==> src/rtl/rsc_pkg.sv <==
package rsc_pkg;

  typedef enum logic [2:0] {
    RS_RUN     = 3'd0,
    RS_BLOCKED = 3'd1,
    RS_UNBLK   = 3'd2,
    RS_SQUASH  = 3'd3,
    RS_SERIAL  = 3'd4
  } rs_state_e;

  function automatic logic holds_upstream(input rs_state_e s);
    return (s == RS_BLOCKED) || (s == RS_UNBLK);
  endfunction

endpackage

==> src/rtl/rsc_credit_track.sv <==
module rsc_credit_track #(
  parameter int CW       = 8,
  parameter int ROB_INIT = 16,
  parameter int IQ_INIT  = 16,
  parameter int LSQ_INIT = 8
) (
  input  logic                 clk,
  input  logic                 rst_n,
  input  logic                 rob_vld,
  input  logic signed [CW-1:0] rob_cr,
  input  logic                 rob_empty_in,
  input  logic                 iq_vld,
  input  logic signed [CW-1:0] iq_cr,
  input  logic                 lsq_vld,
  input  logic signed [CW-1:0] lsq_cr,
  input  logic signed [CW-1:0] map_free,
  input  logic signed [CW-1:0] renamed,
  input  logic signed [CW-1:0] disp,
  input  logic signed [CW-1:0] lsq_disp,
  output logic                 res_stall,
  output logic                 rob_empty_eff,
  output logic                 inflight_nz
);

  localparam logic signed [CW-1:0] ROB_RST = CW'(ROB_INIT);
  localparam logic signed [CW-1:0] IQ_RST  = CW'(IQ_INIT);
  localparam logic signed [CW-1:0] LSQ_RST = CW'(LSQ_INIT);

  logic signed [CW-1:0] rob_q, iq_q, lsq_q, infl_q;
  logic                 rob_empty_q;
  logic signed [CW-1:0] rob_eff, iq_eff, lsq_eff;
  logic signed [CW-1:0] rob_free, iq_free, lsq_free;
  logic                 rob_full, iq_full, lsq_full, map_full;

  // slot estimate: reported credit less instructions not yet gone downstream
  function automatic logic signed [CW-1:0] free_est(
    input logic signed [CW-1:0] credit,
    input logic signed [CW-1:0] in_flight,
    input logic signed [CW-1:0] gone
  );
    return credit - (in_flight - gone);
  endfunction

  function automatic logic at_or_below_zero(input logic signed [CW-1:0] v);
    return v <= 0;
  endfunction

  always_comb begin
    rob_eff       = rob_vld ? rob_cr : rob_q;
    iq_eff        = iq_vld  ? iq_cr  : iq_q;
    lsq_eff       = lsq_vld ? lsq_cr : lsq_q;
    rob_empty_eff = rob_vld ? rob_empty_in : rob_empty_q;
    rob_free      = free_est(rob_eff, infl_q, disp);
    iq_free       = free_est(iq_eff,  infl_q, disp);
    lsq_free      = free_est(lsq_eff, infl_q, lsq_disp);
    rob_full      = at_or_below_zero(rob_free);
    iq_full       = at_or_below_zero(iq_free);
    lsq_full      = at_or_below_zero(lsq_free);
    map_full      = at_or_below_zero(map_free);
    res_stall     = rob_full | iq_full | lsq_full | map_full;
    inflight_nz   = (infl_q != '0);
  end

  always_ff @(posedge clk) begin
    if (!rst_n) begin
      rob_q       <= ROB_RST;
      iq_q        <= IQ_RST;
      lsq_q       <= LSQ_RST;
      rob_empty_q <= 1'b1;
      infl_q      <= '0;
    end else begin
      if (rob_vld) begin
        rob_q       <= rob_cr;
        rob_empty_q <= rob_empty_in;
      end
      if (iq_vld)  iq_q  <= iq_cr;
      if (lsq_vld) lsq_q <= lsq_cr;
      infl_q <= infl_q + renamed - disp;
    end
  end

  assert_rob_credit_held_R7: assert property (@(posedge clk) disable iff (!rst_n)
    !rob_vld |=> $stable(rob_q) && $stable(rob_empty_q));
  assert_iq_credit_held_R7: assert property (@(posedge clk) disable iff (!rst_n)
    !iq_vld |=> $stable(iq_q));
  assert_lsq_credit_held_R7: assert property (@(posedge clk) disable iff (!rst_n)
    !lsq_vld |=> $stable(lsq_q));

endmodule

==> src/rtl/rsc_stall_flags.sv <==
module rsc_stall_flags #(
  parameter int NSRC = 2
) (
  input  logic            clk,
  input  logic            rst_n,
  input  logic [NSRC-1:0] blk,
  input  logic [NSRC-1:0] unblk,
  output logic            flag_stall,
  output logic            err
);

  logic [NSRC-1:0] flag_q;
  logic [NSRC-1:0] flag_eff;
  logic [NSRC-1:0] bad_unblk;
  logic            err_q;

  for (genvar s = 0; s < NSRC; s++) begin : g_src
    // a block then an unblock in one cycle: the unblock wins
    assign flag_eff[s]  = unblk[s] ? 1'b0 : (flag_q[s] | blk[s]);
    assign bad_unblk[s] = unblk[s] & ~flag_q[s] & ~blk[s];

    always_ff @(posedge clk) begin
      if (!rst_n) flag_q[s] <= 1'b0;
      else        flag_q[s] <= flag_eff[s];
    end

    assert_flag_sticky_R4: assert property (@(posedge clk) disable iff (!rst_n)
      flag_q[s] && !unblk[s] |=> flag_q[s]);
    assert_flag_cleared_R4: assert property (@(posedge clk) disable iff (!rst_n)
      unblk[s] |=> !flag_q[s]);
  end

  assign flag_stall = |flag_eff;

  always_ff @(posedge clk) begin
    if (!rst_n) err_q <= 1'b0;
    else        err_q <= |bad_unblk;
  end
  assign err = err_q;

endmodule

==> src/rtl/rsc_fsm.sv <==
module rsc_fsm
  import rsc_pkg::*;
(
  input  logic      clk,
  input  logic      rst_n,
  input  logic      flush,
  input  logic      rob_sq,
  input  logic      flag_stall,
  input  logic      res_stall,
  input  logic      rob_empty_eff,
  input  logic      inflight_nz,
  input  logic      ser_req,
  input  logic      skid_empty,
  output rs_state_e state,
  output logic      reinj,
  output logic      reinj_skid
);

  rs_state_e st_q, st_d;
  logic      res_unblk_q, res_unblk_d;
  logic      res_ser_q, res_ser_d;
  logic      reinj_q, reinj_d;
  logic      skid_q, skid_d;
  logic      ser_wait, stall_now;

  always_comb begin
    st_d        = st_q;
    res_unblk_d = res_unblk_q;
    res_ser_d   = res_ser_q;
    reinj_d     = 1'b0;
    skid_d      = 1'b0;
    ser_wait    = (st_q == RS_SERIAL) && (!rob_empty_eff || inflight_nz);
    stall_now   = flag_stall | res_stall | ser_wait;

    if (flush) begin
      st_d = RS_SQUASH;
      if (st_q == RS_BLOCKED || st_q == RS_UNBLK) res_unblk_d = 1'b1;
      if (st_q == RS_SERIAL)                      res_ser_d   = 1'b1;
    end else if (rob_sq) begin
      st_d = RS_SQUASH;
    end else if (stall_now) begin
      if (st_q == RS_SQUASH) begin
        res_unblk_d = 1'b0;
        res_ser_d   = 1'b0;
      end
      // a waiting serializing instruction keeps its own state
      if (st_q != RS_SERIAL) st_d = RS_BLOCKED;
    end else begin
      unique case (st_q)
        RS_BLOCKED: st_d = RS_UNBLK;
        RS_SQUASH: begin
          if (res_ser_q)        st_d = RS_SERIAL;
          else if (res_unblk_q) st_d = RS_UNBLK;
          else                  st_d = RS_RUN;
          res_unblk_d = 1'b0;
          res_ser_d   = 1'b0;
        end
        RS_SERIAL: begin
          st_d    = RS_UNBLK;
          reinj_d = 1'b1;
          skid_d  = ~skid_empty;
        end
        RS_UNBLK: if (skid_empty) st_d = RS_RUN;
        RS_RUN:   if (ser_req)    st_d = RS_SERIAL;
        default:  st_d = RS_RUN;
      endcase
    end
  end

  always_ff @(posedge clk) begin
    if (!rst_n) begin
      st_q        <= RS_RUN;
      res_unblk_q <= 1'b0;
      res_ser_q   <= 1'b0;
      reinj_q     <= 1'b0;
      skid_q      <= 1'b0;
    end else begin
      st_q        <= st_d;
      res_unblk_q <= res_unblk_d;
      res_ser_q   <= res_ser_d;
      reinj_q     <= reinj_d;
      skid_q      <= skid_d;
    end
  end

  assign state      = st_q;
  assign reinj      = reinj_q;
  assign reinj_skid = skid_q;

  assert_flush_first_R2: assert property (@(posedge clk) disable iff (!rst_n)
    flush |=> st_q == RS_SQUASH);
  assert_rob_squashing_R3: assert property (@(posedge clk) disable iff (!rst_n)
    rob_sq |=> st_q == RS_SQUASH);
  assert_serial_never_blocked_R10: assert property (@(posedge clk) disable iff (!rst_n)
    st_q == RS_SERIAL && !flush && !rob_sq |=> st_q == RS_SERIAL || st_q == RS_UNBLK);
  assert_reinject_origin_R11: assert property (@(posedge clk) disable iff (!rst_n)
    reinj_q |-> st_q == RS_UNBLK && $past(st_q) == RS_SERIAL);
  assert_reinject_single_R11: assert property (@(posedge clk) disable iff (!rst_n)
    reinj_q |=> !reinj_q);

endmodule

==> src/rtl/rename_status_ctrl.sv <==
module rename_status_ctrl
  import rsc_pkg::*;
#(
  parameter int NTHR     = 2,
  parameter int CW       = 8,
  parameter int ROB_INIT = 16,
  parameter int IQ_INIT  = 16,
  parameter int LSQ_INIT = 8
) (
  input  logic              clk,
  input  logic              rst_n,
  input  logic [NTHR-1:0]   flush_i,
  input  logic [NTHR-1:0]   rob_sq_i,
  input  logic [NTHR-1:0]   exe_blk_i,
  input  logic [NTHR-1:0]   exe_unblk_i,
  input  logic [NTHR-1:0]   cmt_blk_i,
  input  logic [NTHR-1:0]   cmt_unblk_i,
  input  logic [NTHR-1:0]   rob_vld_i,
  input  logic [NTHR*CW-1:0] rob_cr_i,
  input  logic [NTHR-1:0]   rob_empty_i,
  input  logic [NTHR-1:0]   iq_vld_i,
  input  logic [NTHR*CW-1:0] iq_cr_i,
  input  logic [NTHR-1:0]   lsq_vld_i,
  input  logic [NTHR*CW-1:0] lsq_cr_i,
  input  logic [NTHR*CW-1:0] map_free_i,
  input  logic [NTHR*CW-1:0] renamed_i,
  input  logic [NTHR*CW-1:0] disp_i,
  input  logic [NTHR*CW-1:0] lsq_disp_i,
  input  logic [NTHR-1:0]   ser_req_i,
  input  logic [NTHR-1:0]   skid_empty_i,
  output logic [NTHR*3-1:0] state_o,
  output logic [NTHR-1:0]   block_up_o,
  output logic [NTHR-1:0]   reinj_o,
  output logic [NTHR-1:0]   reinj_skid_o,
  output logic [NTHR-1:0]   unblk_err_o
);

  localparam int NSRC = 2;

  for (genvar t = 0; t < NTHR; t++) begin : g_thr
    logic      res_stall, rob_empty_eff, inflight_nz;
    logic      flag_stall;
    rs_state_e st;

    rsc_credit_track #(
      .CW(CW), .ROB_INIT(ROB_INIT), .IQ_INIT(IQ_INIT), .LSQ_INIT(LSQ_INIT)
    ) u_credit (
      .clk          (clk),
      .rst_n        (rst_n),
      .rob_vld      (rob_vld_i[t]),
      .rob_cr       (rob_cr_i[t*CW +: CW]),
      .rob_empty_in (rob_empty_i[t]),
      .iq_vld       (iq_vld_i[t]),
      .iq_cr        (iq_cr_i[t*CW +: CW]),
      .lsq_vld      (lsq_vld_i[t]),
      .lsq_cr       (lsq_cr_i[t*CW +: CW]),
      .map_free     (map_free_i[t*CW +: CW]),
      .renamed      (renamed_i[t*CW +: CW]),
      .disp         (disp_i[t*CW +: CW]),
      .lsq_disp     (lsq_disp_i[t*CW +: CW]),
      .res_stall    (res_stall),
      .rob_empty_eff(rob_empty_eff),
      .inflight_nz  (inflight_nz)
    );

    rsc_stall_flags #(.NSRC(NSRC)) u_flags (
      .clk       (clk),
      .rst_n     (rst_n),
      .blk       ({cmt_blk_i[t], exe_blk_i[t]}),
      .unblk     ({cmt_unblk_i[t], exe_unblk_i[t]}),
      .flag_stall(flag_stall),
      .err       (unblk_err_o[t])
    );

    rsc_fsm u_fsm (
      .clk          (clk),
      .rst_n        (rst_n),
      .flush        (flush_i[t]),
      .rob_sq       (rob_sq_i[t]),
      .flag_stall   (flag_stall),
      .res_stall    (res_stall),
      .rob_empty_eff(rob_empty_eff),
      .inflight_nz  (inflight_nz),
      .ser_req      (ser_req_i[t]),
      .skid_empty   (skid_empty_i[t]),
      .state        (st),
      .reinj        (reinj_o[t]),
      .reinj_skid   (reinj_skid_o[t])
    );

    assign state_o[t*3 +: 3] = st;
    assign block_up_o[t]     = holds_upstream(st);

    assert_block_up_tracks_R12: assert property (@(posedge clk) disable iff (!rst_n)
      block_up_o[t] |-> st != RS_RUN && st != RS_SQUASH && st != RS_SERIAL);
  end

endmodule

==> config.mk <==
export PLATFORM = sky130hd
export DESIGN_NAME = rename_status_ctrl
export DESIGN_NICKNAME = d
export VERILOG_FILES = /design/src/rtl/rsc_pkg.sv /design/src/rtl/rsc_credit_track.sv /design/src/rtl/rsc_stall_flags.sv /design/src/rtl/rsc_fsm.sv /design/src/rtl/rename_status_ctrl.sv
export SDC_FILE = /design/constraint.sdc
export NUM_CORES = 1
export LEC_CHECK = 0
export CAP_MARGIN = 20
export CORE_MARGIN = 1.5
export CORE_UTILIZATION = 40
export DETAILED_ROUTE_END_ITERATION = 8
export GPL_ROUTABILITY_DRIVEN = 0
export PLACE_DENSITY = 0.61
export SLEW_MARGIN = 20
export SYNTH_ARGS = -nofsm -noshare
export SYNTH_HDL_FRONTEND = slang
export SYNTH_SLANG_ARGS = --single-unit
==> constraint.sdc <==
create_clock -name clk -period 5.1 [get_ports clk]
set_input_delay 0.765 -clock clk [delete_from_list [all_inputs] [get_ports clk]]
set_output_delay 0.765 -clock clk [all_outputs]
set_load 0.01 [all_outputs]
; Word level (Yosys, flattened, before mapping)
; Cells that the tools add are included.
[totals]
ff_bits = 86
inputBits = 138
out_inout_bits = 14
[op_classes]
addsub = 14
n_lt_le_gt_ge = 8
eq_ne = 28
muxes = 44
n_bitwise = 35
n_reduce_logical = 34
[op_table]
columns = cell, n
row1 = $sub A8 B8 Y8, 12
row2 = $le A8 B1 Y1 const B, 8
row3 = $mux W8, 6
row4 = $mux W3, 10
row5 = $pmux W3 S4, 2
row6 = $reduce_and A3 Y1, 8
row7 = $mux W1, 20
row8 = $ne A5 B4 Y1 const B, 4
row9 = $add A8 B8 Y8, 2
row10 = $reduce_bool A8 Y1, 2
row11 = $or A1 B1 Y1, 14
row12 = $not A1 Y1, 13
row13 = $eq A3 B2 Y1 const B, 4
row14 = $mux W2, 6
row15 = $ne A3 B2 Y1 const B, 4
row16 = $reduce_or A2 Y1, 6
row17 = $reduce_or A5 Y1, 2
row18 = $and A1 B1 Y1, 8
row19 = $ne A2 B1 Y1 const B, 4
row20 = $ne A2 B2 Y1 const B, 4
row21 = $ne A4 B4 Y1 const B, 2
row22 = $reduce_or A4 Y1, 2
row23 = $eq A3 B1 Y1 const B, 2
row24 = $eq A3 B3 Y1 const B, 2
row25 = 7 further kinds, 16

; Depth between registers and ports, before layout
; Gate-level depths: netlist of the first run.
[depth]
word_depth = 11
mapped_depth = 17
ltp_nobuf = 16

; By module
; Synthesis of the first run repeated with hierarchy kept, for this count alone.
[hier_totals]
cells_unflattened = 855
area_unflattened_um2 = 7509.7
[modules_own_cells]
columns = mod, instances, cells_per_inst, area_each_um2, seq_area_each_um2
row1 = rsc_credit_track at g_thr[0].u_credit, 1, 382, 3333.2, 660.6
row2 = rsc_credit_track at g_thr[1].u_credit, 1, 377, 3295.7, 660.6
row3 = rsc_fsm, 2, 36, 322.8, 140.1
row4 = rsc_stall_flags, 2, 10, 105.1, 60.1
row5 = rename_status_ctrl, 1, 4, 25.0, 0.0

; Worst setup path before layout of the first run
; Ideal clock, no wire load.
[synth_timing]
path_kind = input to register
from = input lsq_vld_i[0]
to = register g_thr[0].u_fsm.st_q[0]
t_arrival_ns = 4.140
slack_ns = 0.844
stages = 15
cell_sequence = clkbuf_1 -> mux2i_1 -> fa_1 -> inv_1 -> ha_1 -> a211oi_1 -> nor2_1 -> nor3_1 -> o21bai_1 -> a21oi_1 -> xnor2_1 -> a2111oi_0 -> a21bo_2 -> a211o_1 -> a31o_1
[synth_between]
elab_chain_cells = 10
elab_cells_between_ends = 14
cone_classes = add/sub (1) / order compare (1) / eq/ne (3) / mux (4) / bitwise (4) / reduce/logical (1)
[synth_rtl]
columns = item, line
row1 = "start, declared", rename_status_ctrl.sv:23  ; input logic [NTHR-1:0] lsq_vld_i,
row2 = $mux W8 *, rsc_credit_track.sv:51  ; lsq_eff = lsq_vld ? lsq_cr : lsq_q;
row3 = $sub A8 B8 Y8 *, rsc_credit_track.sv:41  ; return credit - (in_flight - gone);
row4 = $le A8 B1 Y1 *, rsc_credit_track.sv:45  ; return v <= 0;
row5 = $or A1 B1 Y1 * (2 in series), rsc_credit_track.sv:60  ; res_stall = rob_full | iq_full | lsq_full | map_full;
row6 = $or A1 B1 Y1 * (2 in series), rsc_fsm.sv:33  ; stall_now = flag_stall | res_stall | ser_wait;
row7 = $mux W3, rsc_fsm.sv:41  ; end else if (stall_now) begin
row8 = $mux W2, rsc_fsm.sv:39  ; end else if (rob_sq) begin
row9 = $mux W2, rsc_fsm.sv:35  ; if (flush) begin
row10 = "end signal, assigned", rsc_fsm.sv:78  ; st_q <= st_d;
row11 = "end, declared", rsc_fsm.sv:19  ; rs_state_e st_q, st_d;
; Mark *: on every way between the ends. The rest lies on a longest branch, timed or not.
; A chain may end at the register's enable or synchronous reset.

; Final worst setup path of the first run
; Ends and elaborated chain as after synthesis.

==> impl_results.md, run 1 <==
* Worst r2r path cells at 16
* Mean Syn Cell Area at 8.60 um^2
* # Post-CTS Setup Buffers at 0
* Synth top area share at 23.8%
* Yosys cell types at between 70 and 80
* Largest net degree at the start of global routing at 39
* Tcrit/Tclk final at about 90%
* DRC at 0
* Synth Warn # at 0
* Vias in the first global route at between 5000 and 6000
* Startpoint type of the worst setup path: primary input
* Routed WL per cell at approximately 14 um
* Non-filler cells, final at 1222
* Global-route wire length before repair at around 28000 um
* Reg2reg start: g_thr[0].u_credit.infl_q[0]
* Vias at 5992
* Chip Height at 138 um
* Placed instance area at around 0.009 mm^2
* Overall Global Routing Usage at 19.0%
* DRT antenna net count at 0
* Post-synthesis register bit count at 86
* Clk sink count at 86
* Asr flop ratio synth at 0%
* CTS H-tree lvls at 3
* Crit. End Element: flop
* Slew HR at 50.6%
* Routed wl met3 at 799 um
* Setup skew after layout at 0.00418 ns
* Multi-input logic area at about 0.0049 mm^2
* CP Class: in2reg
* IO Port Bufs at 151
* Ports at roughly 150
* Root Buffer Master: clkbuf_16
* Hold depth at 2
* CTS tree: built
* Register cell area after layout at 0.00172 mm^2
* Reg2reg end: g_thr[0].u_fsm.state[0]
* Die footprint at roughly 0.019 mm^2
* CTS clk-pin slew, worst paths at 0.06 ns
* DRT met1 WL at 7950 um
* DR top layer: met4
* Final Max Slew Viols at 0
* Initial Util at 40.6%
* Die W at 138 um
* Hold Fails Final Rpt at 0
* Dpl cells at 1206
* Hold Startpoint: g_thr[1].u_credit.rob_empty_q
* Static Leak at roughly 4.2 nW
* Pwr Density at 487 mW/mm^2
* Final Cell Area at 0.00933 mm^2
* R2r setup slk at 1.05 ns
* Most common library cells after synthesis: inv_1 (128), dfxtp_1 (86), nor2_1 (77)
* Grt total ovfl at 0
* Area Growth Syn to Fin at 28.8%
* Top_reg_cell synth: dfxtp_1
* Post-Syn Area at 0.00724 mm^2
* Antenna violations before repair at 0
* Routed WL at between 15000 and 20000 um
* Fmax achieved at around 0.22 GHz
* # setup viols final at 0
* Hold EP: g_thr[1].u_credit.rob_empty_q
* Share of post-route cells with drive strength above 1 at 7.45%
* Final hold slack at about 0.48 ns
* Met2 routed WL at between 8000 and 9000 um
* Worst min path class: reg2reg
* Final #Nets at 1222
* Peak VDD IR at 0.217 mV
* Sequential share of the synthesized area at 23.8%
* Setup WS post-layout at 0.509 ns
* CORE AREA at 0.0178 mm^2
* Worst-Margin Slew at 0.739 ns
* Setup TNS at 0 ns
* Filler Cell Count at about 1700
* Final min period at 4.59 ns
* RSZ-0062 raised after global routing: false
* Status: finished clean
* EDFF count, synth at 0
* HPWL Detailed at 13700 um
* Core occupancy in the finished layout at 52.3%
* Clock Latency Late Sink at 0.35 ns
* 1st-iter DRT viols at ~320
* Most frequent cell after synthesis: inv_1
* Clk buf depth at 2
* Post_cts resized at 0
* CP required at 5.34 ns
* CTS buffer count at 9
* Setup slack at placement at 0.134 ns
* Synthesized Nets at 1076
* FP Rows at 49
* Max_cap viols at 0
* CP Max Fanout at 5
* Arr. time, crit path at 4.83 ns
* Drt pass-1 iters at 4
* Gate Count Post-Synth at 842
* Vias per cell at 4.90
* N_diodes at 0
* Synth area leaders: dfxtp_1 (24%), ha_1 (11%), fa_1 (9.4%), inv_1 (6.6%), mux2i_1 (4.8%)
* Post-CTS Hold Fix Bufs at 0
* Area leader, netlist: dfxtp_1
* Total Power at 4.54 mW
-- worst max path at each step --
stage | cells past startpoint | end | startpoint
detailed placement | 17 | g_thr[0].u_fsm.state[0] | lsq_vld_i[0]
floorplan | 15 | g_thr[0].u_fsm.state[0] | lsq_vld_i[0]
global placement | 17 | g_thr[0].u_fsm.state[0] | lsq_vld_i[0]
CTS | 17 | g_thr[0].u_fsm.state[0] | lsq_vld_i[0]
global route | 17 | g_thr[0].u_fsm.state[0] | lsq_vld_i[0]
finish | 17 | g_thr[0].u_fsm.state[0] | lsq_vld_i[0]
-- cells by family (layout without fill, tap and decap cells) --
logic type	Yosys count	in the layout	share of synthesized area, %
AO/OA/AOI/OAI	155	155	15.0
multiplexers	57	57	8.26
AND/OR/NAND/NOR	231	231	16.6
flip-flops	86	86	23.8
XOR/XNOR	59	59	7.24
adder cells (fa/ha/maj)	100	100	20.7
buffers and inverters	154	305	8.50
-- state kept, by name, summed over array words and instances, names as in the netlist --
signal,cells
g_thr.u_credit.rob_q,16
g_thr.u_fsm.reinj,2
g_thr.u_credit.rob_empty_q,2
g_thr.u_flags.err,2
g_thr.u_credit.infl_q,16
g_thr.u_fsm.state,6
g_thr.u_flags.flag_q,4
g_thr.u_credit.lsq_q,16
g_thr.u_fsm.reinj_skid,2
g_thr.u_fsm.res_unblk_q,2
g_thr.u_fsm.res_ser_q,2
g_thr.u_credit.iq_q,16
-- worst max-delay path: stages --
cell and delay (ns):
clkdlybuf4s50_1 0.57, buf_4 0.20, mux2i_1 0.28, fa_1 0.45
inv_1 0.07, ha_1 0.27, o21ai_0 0.19, nor2_1 0.09
nor3_1 0.20, o21bai_1 0.11, a21oi_1 0.19, xnor2_1 0.09
a2111oi_0 0.37, buf_4 0.19, a21bo_2 0.21, a211o_1 0.34
a31o_1 0.24
-- cell type report --
type	count	area share, %
Inverter	128	5.15
Sequential cell	86	18.5
Timing Repair Buffer	161	17.0
Tap cell	229	3.07
Multi-Input combinational cell	602	52.6
Clock inverter	5	1.14
Clock buffer	11	2.60
-- where the power goes --
group	switching, mW	internal [mW]
Clock	0.297	0.494
Combinational	1.53	1.37
Sequential	0.0957	0.757
Total	1.92	2.62
-- layout by cell type, fill, tap and decap left out, drive strengths merged, types with 27 or more instances in the layout --
cell / netlist / routed
a21oi: 35 / 35
clkdlybuf4s50: 0 / 151
dfxtp: 86 / 86
fa: 34 / 34
ha: 62 / 62
inv: 128 / 128
mux2i: 35 / 35
nand2: 31 / 31
nor2: 77 / 77
o21ai: 29 / 29
xnor2: 32 / 32
xor2: 27 / 27
-- per-layer routing --
metal	up-vias	GRT usage, %
met5	-	0
met4	0	5.20
met3	15	3.16
met2	119	32.8
met1	2721	24.3
li1	3137	-
(Power assumes the default switching activity.)
==> run 2, diff against run 1 <==
--- a/config.mk
+++ b/config.mk
@@ -10,6 +10,7 @@
 export CORE_UTILIZATION = 40
 export DETAILED_ROUTE_END_ITERATION = 8
 export GPL_ROUTABILITY_DRIVEN = 0
+export GPL_TIMING_DRIVEN = 0
 export PLACE_DENSITY = 0.61
 export SLEW_MARGIN = 20
 export SYNTH_ARGS = -nofsm -noshare
==> impl_results.md, run 2 (synthesized netlist as in run 1, its figures left out) <==
* Crit path buffers/inverters at 3
* Slew HR at 45.1%
* Tcrit/Tclk final at 93.8%
* Dpl cells at 1215
* Clock Latency Late Sink at approximately 0.35 ns
* Internal Pwr Total at 2.57 mW
* Vias per cell at 4.93
* Clk network pwr share at 16.6%
* Pwr Density at slightly below 500 mW/mm^2
* # setup viols final at 0
* Drt pass-1 iters at 4
* Clk sink count at 86
* Max_cap viols at 0
* 1st-iter DRT viols at 213
* Final #Nets at approximately 1200
* Final hold slack at around 0.5 ns
* RSZ-0062 raised after global routing: false
* Vias at 6068
* Status: finished clean
* Worst-Margin Slew at 0.823 ns
* Non-filler cells, final at 1231
* Worst r2r path cells at 16
* CTS H-tree lvls at 3
* Final min period at 4.78 ns
* Hold depth at 2
* CTS tree: built
* Crit path depth at 16
* CORE AREA at 0.0178 mm^2
* Max incr delay on CP at around 0.65 ns
* Largest net degree at the start of global routing at 16
* Core occupancy in the finished layout at 52.1%
* Final Cell Area at 0.00930 mm^2
* Most common cell after layout, fill and taps aside: clkdlybuf4s50_1
* CP cell instances: clkdlybuf4s50_1, ha_1, inv_1, fa_1, inv_1, ha_1, nor2b_1, o21ai_0, nand2b_1, a2111oi_0, nor2_1, o211a_1, xor2_1, or3b_1, a211o_1, a31o_1
* Routed WL per cell at 14.1 um
* Setup TNS at 0 ns
* Clk buf depth at 2
* HPWL Detailed at 14200 um
* Chip Height at approximately 140 um
* Final Max Slew Viols at 0
* Hold Fails Final Rpt at 0
* Placed instance area at ~0.0090 mm^2
* Share of post-route cells with drive strength above 1 at under 10%
* Post-CTS Hold Fix Bufs at 0
* Global-route wire length before repair at 28000 um
* Routed WL at 17400 um
* Comb pwr share at between 60% and 70%
* Area Growth Syn to Fin at 28.5%
* Startpoint type of the worst setup path: primary input
* CTS clk-pin slew, worst paths at 0.07 ns
* DRT antenna net count at 0
* Register share of total power at a little under a fifth
* CP Class: in2reg
* Most frequent cells in the layout: clkdlybuf4s50_1 (144), inv_1 (128), dfxtp_1 (86), nor2_1 (77), ha_1 (62)
* CP top delay family: compound AO/OA/AOI/OAI gates
* Initial Util at approximately two fifths
* CTS buffer count at 9
* Setup WS post-layout at 0.316 ns
* Arr. time, crit path at 5.03 ns
* CP required at 5.35 ns
* DRC at 0
* Worst min path class: reg2reg
* Static Leak at ~4.2 nW
* Grt total ovfl at 0
* Die W at 138 um
* Peak VDD IR at approximately 0.21 mV
* Overall Global Routing Usage at roughly 19%
* Root Buffer Master: clkbuf_16
* Ports at 152
* Post_cts resized at 0
* Antenna violations before repair at 0
* # Post-CTS Setup Buffers at 0
* Crit. End Element: flop
* Psw at 1.91 mW
* IO Port Bufs at 144
* Setup skew after layout at around 0.0032 ns
* Switch share at 42.7%
* FP Rows at 49
* Die footprint at ~0.019 mm^2
* Fmax achieved at 0.209 GHz
* Setup slack at placement at ~0.0042 ns
* Vias in the first global route at ~5700
* N_diodes at 0
* Highest-delay cell along the critical path: a2111oi_0
* Total Power at about 4.5 mW
* CP Max Fanout at 5
-- run 2: cell count changes in the layout (fill, tap and decap cells not counted) --
cell / change
buf_2: +3
clkinv_4: +1
buf_4: -3
clkdlybuf4s50_1: -7
inv_2: -1
inv_1: +1
inv_6: +1
clkbuf_1: +14
bufinv_16: -1
buf_6: +1
-- run 2: layout make-up --
cell class / count / area (um^2)
fillers: 1690 / 8540
clock inverters: 6 / 93.8
well taps: 229 / 287
clock buffers: 10 / 239
repair buffers: 144 / 1440
plain buffers: 26 / 135
inverters: 128 / 480
flip-flops and latches: 86 / 1720
multi-input cells: 602 / 4900
-- run 2: path summary, 6_finish.rpt --
| kind | end | startpoint | slack (ns) |
|---|---|---|---|
| max | g_thr[0].u_fsm.state[0] | disp_i[0] | 0.32 |
| min | g_thr[1].u_fsm.res_ser_q | g_thr[1].u_fsm.res_ser_q | 0.50 |
| max reg2reg | g_thr[0].u_fsm.state[0] | g_thr[0].u_credit.infl_q[0] | 0.75 |
| min reg2reg | g_thr[1].u_fsm.res_ser_q | g_thr[1].u_fsm.res_ser_q | 0.50 |
-- run 2: power by group through the flow --
| stage | registers [mW] | logic (mW) | clock network, mW |
|---|---|---|---|
| detailed placement | 0.861 | 2.88 | 0 |
| global route | 0.854 | 3.29 | 0.792 |
| floorplan | 0.826 | 2.31 | 0 |
| finish | 0.841 | 2.90 | 0.743 |
| CTS | 0.845 | 2.90 | 0.770 |
| global placement | 0.860 | 2.85 | 0 |
-- run 2: routing by layer --
metal  global-route usage, %  wire length (um)  share of wire (%)
met3                    4.08               952                5.5
met2                    32.7              8090                 46
met1                    25.0              8170                 47
met5                       0                 0                  0
met4                    4.21               200                1.1
-- run 2: worst reg2reg max path, cell delays in order (launching register included) --
cell,delay [ns]
dfxtp_1,0.43
inv_1,0.09
ha_1,0.20
inv_1,0.07
fa_1,0.40
inv_1,0.18
ha_1,0.26
nor2b_1,0.12
o21ai_0,0.22
nand2b_1,0.09
a2111oi_0,0.65
nor2_1,0.14
o211a_1,0.26
xor2_1,0.16
or3b_1,0.37
a211o_1,0.36
a31o_1,0.25
